--- src/rtl/alu8_pkg.sv ---
package alu8_pkg;

   typedef enum logic [1:0] {
      OP_XOR  = 2'd0,
      OP_CMP  = 2'd1,
      OP_INC  = 2'd2,
      OP_RSVD = 2'd3
   } alu_op_e;

   // flag byte, field order is the bit order (MSB first)
   typedef struct packed {
      logic sgn;
      logic zro;
      logic cp5;
      logic hlf;
      logic cp3;
      logic pov;
      logic sub;
      logic cry;
   } flag_t;

   localparam int unsigned NIB_W = 4;

endpackage

--- src/rtl/alu8_xor_path.sv ---
module alu8_xor_path
   import alu8_pkg::*;
#(
   parameter int unsigned DATA_W = 8
) (
   input  logic [DATA_W-1:0] a_i,
   input  logic [DATA_W-1:0] b_i,
   output logic [DATA_W-1:0] res_o,
   output flag_t             fl_o
);
   logic [DATA_W-1:0] r;

   assign r = a_i ^ b_i;

   always_comb begin
      fl_o     = '0;
      fl_o.sgn = r[DATA_W-1];
      fl_o.zro = (r == '0);
      fl_o.cp5 = r[5];
      fl_o.cp3 = r[3];
      fl_o.pov = ~(^r);
   end

   assign res_o = r;
endmodule

--- src/rtl/alu8_cmp_path.sv ---
module alu8_cmp_path
   import alu8_pkg::*;
#(
   parameter int unsigned DATA_W = 8
) (
   input  logic [DATA_W-1:0] a_i,
   input  logic [DATA_W-1:0] b_i,
   output logic [DATA_W-1:0] res_o,
   output flag_t             fl_o
);
   localparam int unsigned MSB = DATA_W - 1;

   logic [DATA_W:0]  wide;
   logic [NIB_W:0]   nib;
   logic [MSB:0]     diff;

   assign wide = {1'b0, a_i} - {1'b0, b_i};
   assign nib  = {1'b0, a_i[NIB_W-1:0]} - {1'b0, b_i[NIB_W-1:0]};
   assign diff = wide[MSB:0];

   always_comb begin
      fl_o     = '0;
      fl_o.sgn = diff[MSB];
      fl_o.zro = (diff == '0);
      fl_o.cp5 = b_i[5];
      fl_o.cp3 = b_i[3];
      fl_o.hlf = nib[NIB_W];
      fl_o.pov = (a_i[MSB] ^ b_i[MSB]) & (diff[MSB] ^ a_i[MSB]);
      fl_o.sub = 1'b1;
      fl_o.cry = wide[DATA_W];
   end

   assign res_o = a_i;
endmodule

--- src/rtl/alu8_inc_path.sv ---
module alu8_inc_path
   import alu8_pkg::*;
#(
   parameter int unsigned DATA_W = 8
) (
   input  logic [DATA_W-1:0] b_i,
   input  logic              cry_i,
   output logic [DATA_W-1:0] res_o,
   output flag_t             fl_o
);
   localparam logic [DATA_W-1:0] SIGN_ONLY = {1'b1, {(DATA_W-1){1'b0}}};

   logic [DATA_W-1:0] r;

   assign r = b_i + 1'b1;

   always_comb begin
      fl_o     = '0;
      fl_o.sgn = r[DATA_W-1];
      fl_o.zro = (r == '0);
      fl_o.cp5 = r[5];
      fl_o.cp3 = r[3];
      fl_o.hlf = &b_i[NIB_W-1:0];
      fl_o.pov = (r == SIGN_ONLY);
      fl_o.cry = cry_i;
   end

   assign res_o = r;
endmodule

--- src/rtl/alu8_flag_unit.sv ---
module alu8_flag_unit
   import alu8_pkg::*;
#(
   parameter int unsigned DATA_W = 8
) (
   input  logic              clk_i,
   input  logic              rst_ni,
   input  logic              load_i,
   input  logic [1:0]        op_i,
   input  logic [DATA_W-1:0] acc_i,
   input  logic [DATA_W-1:0] opnd_i,
   input  logic [7:0]        flags_i,
   output logic [DATA_W-1:0] result_o,
   output logic [7:0]        flags_o
);
   generate
      if (DATA_W != 8) begin : g_bad_width
         $error("alu8_flag_unit: flag layout needs DATA_W == 8");
      end
   endgenerate

   alu_op_e           op;
   logic [DATA_W-1:0] x_res, c_res, i_res, nxt_res;
   flag_t             x_fl, c_fl, i_fl, nxt_fl;
   flag_t             cur_fl;
   logic              upd;

   assign op     = alu_op_e'(op_i);
   assign cur_fl = flag_t'(flags_i);

   alu8_xor_path #(.DATA_W(DATA_W)) u_xor (
      .a_i   (acc_i),
      .b_i   (opnd_i),
      .res_o (x_res),
      .fl_o  (x_fl)
   );

   alu8_cmp_path #(.DATA_W(DATA_W)) u_cmp (
      .a_i   (acc_i),
      .b_i   (opnd_i),
      .res_o (c_res),
      .fl_o  (c_fl)
   );

   alu8_inc_path #(.DATA_W(DATA_W)) u_inc (
      .b_i   (opnd_i),
      .cry_i (cur_fl.cry),
      .res_o (i_res),
      .fl_o  (i_fl)
   );

   always_comb begin
      nxt_res = x_res;
      nxt_fl  = x_fl;
      case (op)
         OP_CMP: begin
            nxt_res = c_res;
            nxt_fl  = c_fl;
         end
         OP_INC: begin
            nxt_res = i_res;
            nxt_fl  = i_fl;
         end
         default: begin
            nxt_res = x_res;
            nxt_fl  = x_fl;
         end
      endcase
   end

   assign upd = load_i && (op != OP_RSVD);

   always_ff @(posedge clk_i or negedge rst_ni) begin
      if (!rst_ni) begin
         result_o <= '0;
         flags_o  <= '0;
      end else if (upd) begin
         result_o <= nxt_res;
         flags_o  <= nxt_fl;
      end
   end
endmodule

--- config.mk ---
export PLATFORM = sky130hd
export DESIGN_NAME = alu8_flag_unit
export DESIGN_NICKNAME = d
export VERILOG_FILES = /design/src/rtl/alu8_pkg.sv /design/src/rtl/alu8_xor_path.sv /design/src/rtl/alu8_cmp_path.sv /design/src/rtl/alu8_inc_path.sv /design/src/rtl/alu8_flag_unit.sv
export SDC_FILE = /design/constraint.sdc
export NUM_CORES = 1
export LEC_CHECK = 0
export BUFFER_PORTS_ARGS = -buffer_cell sky130_fd_sc_hd__buf_2
export CORE_ASPECT_RATIO = 0.75
export CORE_MARGIN = 10
export CORE_UTILIZATION = 45
export DETAILED_ROUTE_END_ITERATION = 10
export HOLD_SLACK_MARGIN = 0.08
export MAX_ROUTING_LAYER = met4
export PLACE_DENSITY = 0.7
export SETUP_SLACK_MARGIN = 0.02
export SLEW_MARGIN = 5
export SYNTH_ARGS = -nofsm -noshare
export SYNTH_HDL_FRONTEND = slang
export SYNTH_SLANG_ARGS = --single-unit
--- constraint.sdc ---
create_clock -name clk_i -period 1.1 [get_ports clk_i]
set_input_delay 0.22 -clock clk_i [delete_from_list [all_inputs] [get_ports clk_i]]
set_output_delay 0.22 -clock clk_i [all_outputs]
set_load 0.01 [all_outputs]
# Word level (Yosys, flattened, before mapping)
# Cells that the tools add are included.
# Widths: inputs -> output; s select.
# totals
out_inout_bits	16
reg_bits	16
inputBits	29
word_cells	22
# classes
add_sub_neg	3
muxes	2
n_eq_ne	4
n_bitwise	5
reduce_logical	6
# op_table
operator	n
$pmux 8 s2	2
$logic_not 8->1	3
$sub 8x8->9	1
$add 8x1->8 const B	1
$eq 8x8->1 const B	1
$reduce_xor 8->1	1
$xor 8x8->8	1
$sub 4x4->5	1
$reduce_and 4->1	1
$eq 2x1->1 const B	1
$eq 2x2->1 const B	1
$ne 2x2->1 const B	1
$xor 1x1->1	2
$and 1x1->1	1
$logic_and 1x1->1	1
$not 1->1	1

# Longest topological paths before layout
# Gate-level depths: netlist of the first run.
# depth
word_depth	4
ltp_mapped	9
ltp_nobuf	9

# By module
# Synthesis of the first run repeated with hierarchy kept, for this count alone.
# unflattened
cells_unflattened	236
hier_area_um2	2084.5
# by_module_without_submodules
mod	cells_each	seq_area_each_um2	instances	area_each_um2
alu8_flag_unit	96	400.4	1	1084.8
alu8_cmp_path	68	0.0	1	485.5
alu8_inc_path	41	0.0	1	280.3
alu8_xor_path	31	0.0	1	234.0

# Worst setup path before layout of the first run
# No wires, ideal clock.
# synth_timing
path_kind	input port to flip-flop
startpoint	input acc_i[0]
endpoint	register flags_o[6]
slack_ns	-1.370
stages	9
required_ns	1.018
path_buffers	0
arrival_time_ns	2.388
setup_ns	0.082
path_cell_list	inv_1 -> ha_1 -> fa_1 -> or2b_2 -> a21oi_1 -> xor2_1 -> or4_1 -> a2111o_1 -> a31oi_1
# synth_between
elab_chain_cells	3
elab_cells_between_ends	5
cone_classes	1 x add/sub; 1 x mux; 1 x bitwise; 2 x reduce/logical
# synth_lines
element	line_no	source
start, declared	alu8_flag_unit.sv:10	input logic [DATA_W-1:0] acc_i,
$sub 8x8->9 or $xor 8x8->8 (tied branches)	alu8_cmp_path.sv:17, alu8_xor_path.sv:13	
$logic_not 8->1, on equally long branches	alu8_cmp_path.sv:24, alu8_xor_path.sv:18	
$pmux 8 s2 (*)	alu8_flag_unit.sv:55	case (op)
end signal, assigned	alu8_flag_unit.sv:79	flags_o <= nxt_fl;
end, declared	alu8_flag_unit.sv:14	output logic [7:0] flags_o
# Mark *: on every way between the ends. The rest lies on a longest branch, timed or not.
# A chain may end at the register's enable or synchronous reset.

# Worst setup path after layout of the first run
# Same ends and word-level chain as after synthesis.

==> impl_metrics.csv, run 1 <==
group,metric,value,unit
final_layout,final_nets,326,
cts,tritoncts,"built",
critical_path,worst-endpoint-required,1.27,ns
synthesis,synth.yosys.warnings,0,
floorplan,floorplan.initialDensity,48.5,%
floorplan,io_pins,45,
sta,unrepaired_setup_endpoints_after_global_routing,"true",
sta,fin_setup_tns,-5.17,ns
synthesis,syn-num-nets,216,
grt,globalRoute.totalOverflow,0,
placed_design,dp.cells,292,
cts,ctsLongestPathBuffers,2,
grt,gr-usage-met1,26.7,%
placed_design,placement.io_buffers,37,
synthesis,mappedNetlistArea,1460,sq um
final_layout,finalCoreUtilization,90.3,%
critical_path,cpMaxStageDelayCell,"sky130_fd_sc_hd__or4_1",
grt,grt_start_max_net_pins,17,
cts,cts-buffers-inserted,3,
floorplan,design.core.area,3020,sq um
synthesis,synth-seq-area-share,27.4,%
critical_path,ordered_list_of_cells_on_the_worst_path,"buf_12 -> inv_12 -> ha_4 -> fa_2 -> or2b_4 -> a21oi_4 -> xor2_1 -> or4_1 -> a2111o_1 -> a31oi_1",
routing,route.vias.total,2150,
sta,timing_worst_slew_pin_value,0.439,ns
grt,grt_first_pass_wirelength,11.2,mm
synthesis,yosysUniqueCellTypes,39,
power,maximum_resistive_drop_on_vdd,831,uV
floorplan,floorplan.rows,17,
status,run_status,"finished with violations",
placed_design,gpl.final_weighted_congestion,0.936,
critical_path,critical_path.max_stage_delay,0.52,ns
grt,via_count_of_the_first_global_routing_pass,2146,
routing,wirelength,8.26,mm
final_layout,layout-drive-gt1-share,59.1,%
final_layout,layout_commonest_cell,"sky130_fd_sc_hd__buf_4",
critical_path,criticalPathCategory,"input port to flip-flop",
cts,clk_pin_slew_worst_paths,0.08,ns
routing,avgRoutedWirePerCell,26.1,um
floorplan,die_y,69.4,um
sta,layout_setup_ws,-1.17,ns
grt,grt_most_used_layer,"met2",
synthesis,synth_flop_cell,"sky130_fd_sc_hd__dfrtp_1",
routing,detailed_route_drc_error_count,0,
sta,final_count_of_hold_timing_violations,0,
critical_path,critPathLaunchType,"input port",
critical_path,cp_num_buf_inv,2,
status,violations,"setup timing",
grt,grt_util_met3,6.79,%
routing,detailed_routing_iterations_pass_1,5,
cts,htree_levels,1,
sta,fmaxAchievable,440,MHz
cts,tritoncts_num_sinks,16,
routing,post_drt_via_cell_ratio,6.78,
final_layout,antenna_cells,0,
placed_design,detailedPlacementHpwl,4.24,mm
synthesis,synth.ff_latch_count,16,
critical_path,path_delay_family,"simple AND/OR/NAND/NOR gates",
synthesis,number_of_enable_flip_flop_cells_after_synthesis,0,
synthesis,synth.avg_cell_area,8.61,sq um
grt,globalRouteTotalUtil,23.7,%
final_layout,highest_count_cells_in_the_layout_ignoring_fill_and_taps,"sky130_fd_sc_hd__buf_4 (57), sky130_fd_sc_hd__buf_2 (34), sky130_fd_sc_hd__dfrtp_1 (16)",
floorplan,die_w,85.9,um
sta,period_share,207,%
min_path,worstHoldPathType,"input port to flip-flop",
grt,gr-usage-met2,36.6,%
sta,maximum_clock_skew_at_final_layout,0,ns
floorplan,die_area,5960,sq um
routing,1st_iter_drt_viols,311,
run,drv_cap,0,
sta,setup_viol_count_final,15,
sta,timing.final.crit_period,2.27,ns
placed_design,worst_slack_at_placement,-1.41,ns
power,power,2860,uW
routing,ant_nets,0,
power,p_per_area,1050,nW/um^2
synthesis,post_synth_inst_count,170,
grt,initial_antenna_violation_count,0,
cts,cts-root-buf,"sky130_fd_sc_hd__clkbuf_8",
sta,timing.final.max_slew_violations,0,
cts,clk-insertion-delay-late,0.27,ns
power,total_leakage_power,0.00130,uW
critical_path,timing.critical_path.to_type,"flip-flop",
final_layout,finish.cell_count_without_fillers,317,
critical_path,largest_driver_fanout_on_the_critical_path,2,
sta,slew-limit-headroom,70.6,%
final_layout,syn_to_final_growth,86.3,%
synthesis,async_flop_share,100,%
critical_path,cp_data_arrival_time,2.44,ns
==> synthesized netlist by cell type (2+ instances only) <==
master,instances,area (sq um)
sky130_fd_sc_hd__a21oi_1,16,80.1
sky130_fd_sc_hd__dfrtp_1,16,400
sky130_fd_sc_hd__ha_1,16,200
sky130_fd_sc_hd__inv_1,14,52.6
sky130_fd_sc_hd__nand2_1,12,45.0
sky130_fd_sc_hd__xnor2_1,11,96.3
sky130_fd_sc_hd__a21o_1,8,60.1
sky130_fd_sc_hd__o21ai_0,8,40.0
sky130_fd_sc_hd__nor2_1,6,22.5
sky130_fd_sc_hd__nor3_1,6,30.0
sky130_fd_sc_hd__a221oi_1,5,43.8
sky130_fd_sc_hd__a31oi_1,5,31.3
sky130_fd_sc_hd__clkbuf_1,5,18.8
sky130_fd_sc_hd__nand3_1,5,25.0
sky130_fd_sc_hd__xor2_1,5,43.8
sky130_fd_sc_hd__a211oi_1,4,30.0
sky130_fd_sc_hd__clkbuf_8,2,27.5
sky130_fd_sc_hd__nand2b_1,2,12.5
sky130_fd_sc_hd__o21a_1,2,15.0
sky130_fd_sc_hd__o22ai_1,2,12.5
sky130_fd_sc_hd__or2b_2,2,17.5
==> state kept, by name, indices dropped and copies added, names as in the netlist <==
| signal | count |
|---|---|
| flags_o | 8 |
| result_o | 8 |
==> report_power, final <==
| group | switching [uW] | internal, uW | total [uW] |
|---|---|---|---|
| Combinational | 801 | 737 | 1540 |
| Clock | 260 | 320 | 580 |
| Sequential | 62.0 | 683 | 745 |
==> metal layers <==
| metal | part of all wire (%) | vias up |
|---|---|---|
| met4 | 8.1 | 0 |
| li1 | - | 841 |
| met1 | 35 | 1005 |
| met2 | 44 | 230 |
| met5 | 0 | - |
| met3 | 13 | 74 |
==> metrics by stage <==
stage	hold slack [ns]	cell area, sq um
global placement	0.158	2210
global route	0.283	2730
detailed placement	0.171	2210
floorplan	-0.0756	1650
finish	0.255	2730
CTS	0.237	2630
==> repair_timing <==
item                       4_1_cts  5_1_grt
gates resized for setup         51       17
hold endpoints to repair        16        0
hold buffers                     1        0
pin swaps                       25       12
cloned                           2        0
buffers inserted                15        6
setup endpoints to repair       16       15
==> path summary, 6_finish.rpt <==
kind	start	end	slack, ns	cells past startpoint
min in group asynchronous	rst_ni	result_o[2]	0.39	2
hold reg to reg	flags_o[5]	flags_o[5]	0.51	2
setup reg to reg	flags_o[0]	flags_o[0]	0.19	2
max in group asynchronous	rst_ni	result_o[0]	0.41	2
setup / recovery	acc_i[0]	flags_o[6]	-1.17	10
hold / removal	acc_i[2]	result_o[2]	0.26	3
==> worst register-to-register path, cell delays in order, from the launching register on <==
cell and delay (ns):
sky130_fd_sc_hd__dfrtp_1 0.39, sky130_fd_sc_hd__a32o_1 0.21, sky130_fd_sc_hd__a41o_1 0.20
==> layout make-up <==
type	count	area (sq um)
clock buffer	4	55.1
fill	117	293
inverter	14	75.1
multi-input combinational	134	1270
sequential	16	400
tap	38	47.5
timing repair buffer	111	876
==> cells by family (layout without fill, tap and decap cells) <==
family	Yosys count	count (layout)	share of synthesized area (%)
DFF	16	16	27.4
buffers and inverters	21	129	6.75
and+or+nand+nor	41	42	14.0
adders and majority gates	17	17	15.0
xor gates and xnor gates	16	16	9.57
AOI/OAI and AO/OA	59	59	27.3
Power figures use the tool's default switching activity.
==> inputs of run 2 (changes only) <==
- CORE_UTILIZATION: 45 -> 51
- PLACE_DENSITY: 0.7 -> 0.78
==> run 2 against run 1 <==
The flow now stops in global routing. Area after synthesis unchanged. Synthesized cell count did not move.
==> impl_metrics.csv, run 2 <==
group,metric,value,unit
cts,cts-root-buf,"sky130_fd_sc_hd__clkbuf_8",
sta,postGrtWorstEndpoint,"flags_o[6]$_DFFE_PN0P_/D",
synthesis,synth_flop_cell,"sky130_fd_sc_hd__dfrtp_1",
floorplan,floorplan.rows,16,
floorplan,floorplan.initialDensity,54.6,%
floorplan,die_y,66.4,um
cts,tritoncts_num_sinks,16,
synthesis,ys_top_cells_by_area,"sky130_fd_sc_hd__dfrtp_1 (27%), sky130_fd_sc_hd__ha_1 (14%), sky130_fd_sc_hd__xnor2_1 (6.6%), sky130_fd_sc_hd__a21oi_1 (5.5%), sky130_fd_sc_hd__a21o_1 (4.1%)",
synthesis,number_of_enable_flip_flop_cells_after_synthesis,0,
cts,cts-buffers-inserted,3,
synthesis,synth.avg_cell_area,8.61,sq um
synthesis,syn-num-nets,216,
status,run_status,"did not finish",
synthesis,post_synth_fa_ha_maj_area_fraction,15.0,%
synthesis,yosysUniqueCellTypes,39,
synthesis,share_of_cell_area_taken_by_muxes_after_synthesis,0,%
synthesis,synth-seq-area-share,27.4,%
sta,worstEpCategory,"register input",
grt,grt_start_max_net_pins,17,
placed_design,placement.io_buffers,37,
placed_design,detailedPlacementHpwl,4.30,mm
cts,ctsLongestPathBuffers,2,
floorplan,die_w,81.9,um
synthesis,synth_top_cell_area_share,27.4,%
synthesis,synth.ff_latch_count,16,
status,run.stop_error,"[ERROR DPL-0038] Utilization greater than 100%, impossible to legalize",
status,haltStage,"global routing",
synthesis,post_synth_inst_count,170,
synthesis,synth.yosys.warnings,0,
placed_design,gpl.final_weighted_congestion,0.910,
synthesis,synth.cells.most_frequent,"sky130_fd_sc_hd__a21oi_1 (16), sky130_fd_sc_hd__dfrtp_1 (16), sky130_fd_sc_hd__ha_1 (16)",
cts,htree_levels,1,
synthesis,synth_top_family_by_area,"compound AO/OA/AOI/OAI gates",
synthesis,mappedNetlistArea,1460,sq um
synthesis,synth_compound_area_share,27.3,%
synthesis,yosys.area_share.simple,14.0,%
floorplan,io_pins,45,
synthesis,async_flop_share,100,%
synthesis,largest_area_contributor_in_the_netlist,"sky130_fd_sc_hd__dfrtp_1",
synthesis,xor_xnor_share_of_the_synthesized_area,9.57,%
placed_design,dp.cells,289,
==> run 2: cell families after synthesis <==
logic type | Yosys count
AOI/OAI and AO/OA | 59
xor gates and xnor gates | 16
adders and majority gates | 17
buffers and inverters | 21
DFF | 16
and+or+nand+nor | 41
==> run 2: repair_timing <==
| item | 4_1_cts |
|---|---|
| endpoints found under the setup margin | 15 |
| gates cloned | 2 |
| pin swaps | 18 |
| hold buffers | 1 |
| endpoints found under the hold margin | 16 |
| gates resized for setup | 48 |
| buffers inserted | 11 |
==> run 2: metrics by stage <==
step                setup slack [ns]  setup TNS [ns]  instance area (sq um)
floorplan                      -1.12           -3.97                   1650
detailed placement             -1.41           -9.54                   2200
global placement               -1.34           -8.75                   2200
CTS                           -0.929           -4.14                   2580
==> inputs of run 3 (changes only) <==
- CORE_ASPECT_RATIO: 0.75 -> not set
- CORE_UTILIZATION: 51 -> 40
- HOLD_SLACK_MARGIN: 0.08 -> not set
- MAX_ROUTING_LAYER: met4 -> not set
- PLACE_DENSITY: 0.78 -> not set
- PLACE_DENSITY_LB_ADDON: not set -> 0.15
- SETUP_SLACK_MARGIN: 0.02 -> not set
==> run 3 against run 2 <==
The flow now finishes, with violations (setup timing).
==> impl_metrics.csv, run 3 (same netlist as run 1, synthesis figures left out) <==
group,metric,value,unit
status,run_status,"finished with violations",
status,violations,"setup timing",
critical_path,cp_data_arrival_time,2.34,ns
routing,avgRoutedWirePerCell,19.7,um
floorplan,die_w,80.5,um
final_layout,reg_top3,"flags_o x8, result_o x8",
floorplan,die_y,80.5,um
sta,timing.final.crit_period,2.18,ns
final_layout,final_nets,324,
routing,route.vias.total,1824,
sta,maximum_clock_skew_at_final_layout,0,ns
routing,detailed_route_drc_error_count,0,
final_layout,antenna_cells,0,
placed_design,detailedPlacementHpwl,4.13,mm
power,p_per_area,983,nW/um^2
cts,htree_levels,1,
final_layout,fillers,180,
critical_path,critPathLaunchType,"input port",
routing,post_drt_via_cell_ratio,5.65,
final_layout,layout-drive-gt1-share,61.4,%
critical_path,criticalPathCategory,"input port to flip-flop",
floorplan,floorplan.initialDensity,42.5,%
cts,clk-insertion-delay-late,0.25,ns
power,maximum_resistive_drop_on_vdd,763,uV
routing,wirelength,6.38,mm
power,power,2790,uW
grt,grt_start_max_net_pins,17,
sta,timing.final.max_slew_violations,0,
cts,tritoncts_num_sinks,16,
sta,setup_viol_count_final,15,
grt,via_count_of_the_first_global_routing_pass,1894,
floorplan,die_area,6480,sq um
routing,detailed_routing_iterations_pass_1,4,
critical_path,largest_driver_fanout_on_the_critical_path,2,
min_path,worstHoldPathType,"input port to flip-flop",
sta,timing_worst_slew_pin_value,0.437,ns
final_layout,syn_to_final_growth,93.7,%
final_layout,highest_count_cells_in_the_layout_ignoring_fill_and_taps,"sky130_fd_sc_hd__buf_4 (51), sky130_fd_sc_hd__buf_2 (30), sky130_fd_sc_hd__buf_6 (22)",
floorplan,io_pins,45,
routing,ant_nets,0,
floorplan,design.core.area,3440,sq um
final_layout,finalCoreUtilization,82.4,%
cts,cts-buffers-inserted,3,
critical_path,timing.critical_path.to_type,"flip-flop",
grt,globalRoute.totalOverflow,0,
sta,unrepaired_setup_endpoints_after_global_routing,"true",
run,drv_cap,0,
cts,cts-root-buf,"sky130_fd_sc_hd__clkbuf_8",
sta,fmaxAchievable,459,MHz
placed_design,gpl.final_weighted_congestion,0.936,
sta,slew-limit-headroom,70.7,%
cts,tritoncts,"built",
placed_design,placement.io_buffers,37,
sta,final_count_of_hold_timing_violations,0,
final_layout,layout_commonest_cell,"sky130_fd_sc_hd__buf_4",
sta,layout_setup_ws,-1.08,ns
grt,globalRouteTotalUtil,18.3,%
routing,1st_iter_drt_viols,106,
cts,ctsLongestPathBuffers,2,
critical_path,worst-endpoint-required,1.27,ns
grt,grt_first_pass_wirelength,9.42,mm
cts,clk_pin_slew_worst_paths,0.07,ns
sta,period_share,198,%
grt,initial_antenna_violation_count,0,
power,total_leakage_power,0.00134,uW
floorplan,floorplan.rows,21,
-- run 3: final timing paths --
check / startpoint / endpoint / slack, ns / cells after the start
max: acc_i[0] / flags_o[6] / -1.08 / 10
min reg2reg: result_o[7] / result_o[7] / 0.48 / 1
min in group asynchronous: rst_ni / result_o[2] / 0.41 / 2
max in group asynchronous: rst_ni / result_o[5] / 0.42 / 2
min: acc_i[2] / result_o[2] / 0.27 / 3
max reg2reg: flags_o[0] / flags_o[0] / 0.20 / 2
-- run 3: metal layers --
| metal | part of all wire, % | wire length [um] | up-vias | track usage (%) |
|---|---|---|---|---|
| met1 | 37 | 2370 | 894 | 19.8 |
| met5 | 0 | 0 | - | 0 |
| met2 | 52 | 3290 | 81 | 33.2 |
| li1 | - | - | 833 | - |
| met3 | 8.1 | 516 | 16 | 5.46 |
| met4 | 3.2 | 201 | 0 | 5.81 |
-- run 3: what timing repair did --
action                                 4_1_cts  5_1_grt
buffers inserted                             8        8
endpoints found under the hold margin       16        0
resized for setup                           56       28
pin swaps                                   25       16
gates cloned                                 2        0
hold buffers                                 1        0
setup endpoints to repair                   16       16
-- run 3: final cells by class --
type | count | area [sq um] | share of cell area (%)
sequential | 16 | 400 | 14.1
timing repair buffer | 109 | 881 | 31.1
inverter | 14 | 71.3 | 2.52
clock buffer | 4 | 55.1 | 1.94
multi-input combinational | 134 | 1370 | 48.3
tap | 46 | 57.6 | 2.03
-- run 3: metrics by stage --
stage | cell area (sq um) | hold slack, ns | setup TNS [ns] | setup slack (ns) | std cells
final | 2840 | 0.271 | -4.59 | -1.08 | 323
after global placement | 2230 | 0.147 | -9.26 | -1.36 | 302
after detailed placement | 2230 | 0.155 | -9.70 | -1.44 | 302
after global routing | 2840 | 0.272 | -5.12 | -1.14 | 323
after floorplan | 1650 | -0.0756 | -3.97 | -1.12 | 170
after CTS | 2660 | 0.258 | -4.12 | -1.02 | 317
-- run 3: power by group --
group          internal, uW  switching (uW)
Sequential              684            50.6
Clock                   318             216
Combinational           782             737
Total                  1780            1000
-- run 3: worst max-delay path, stage by stage --
cell and delay, ns:
sky130_fd_sc_hd__buf_8 0.10, sky130_fd_sc_hd__inv_12 0.03, sky130_fd_sc_hd__ha_4 0.15, sky130_fd_sc_hd__fa_2 0.34, sky130_fd_sc_hd__or2b_4 0.28, sky130_fd_sc_hd__a21oi_4 0.15, sky130_fd_sc_hd__xor2_1 0.07, sky130_fd_sc_hd__or4_1 0.47
sky130_fd_sc_hd__a2111o_1 0.36, sky130_fd_sc_hd__a31oi_1 0.17
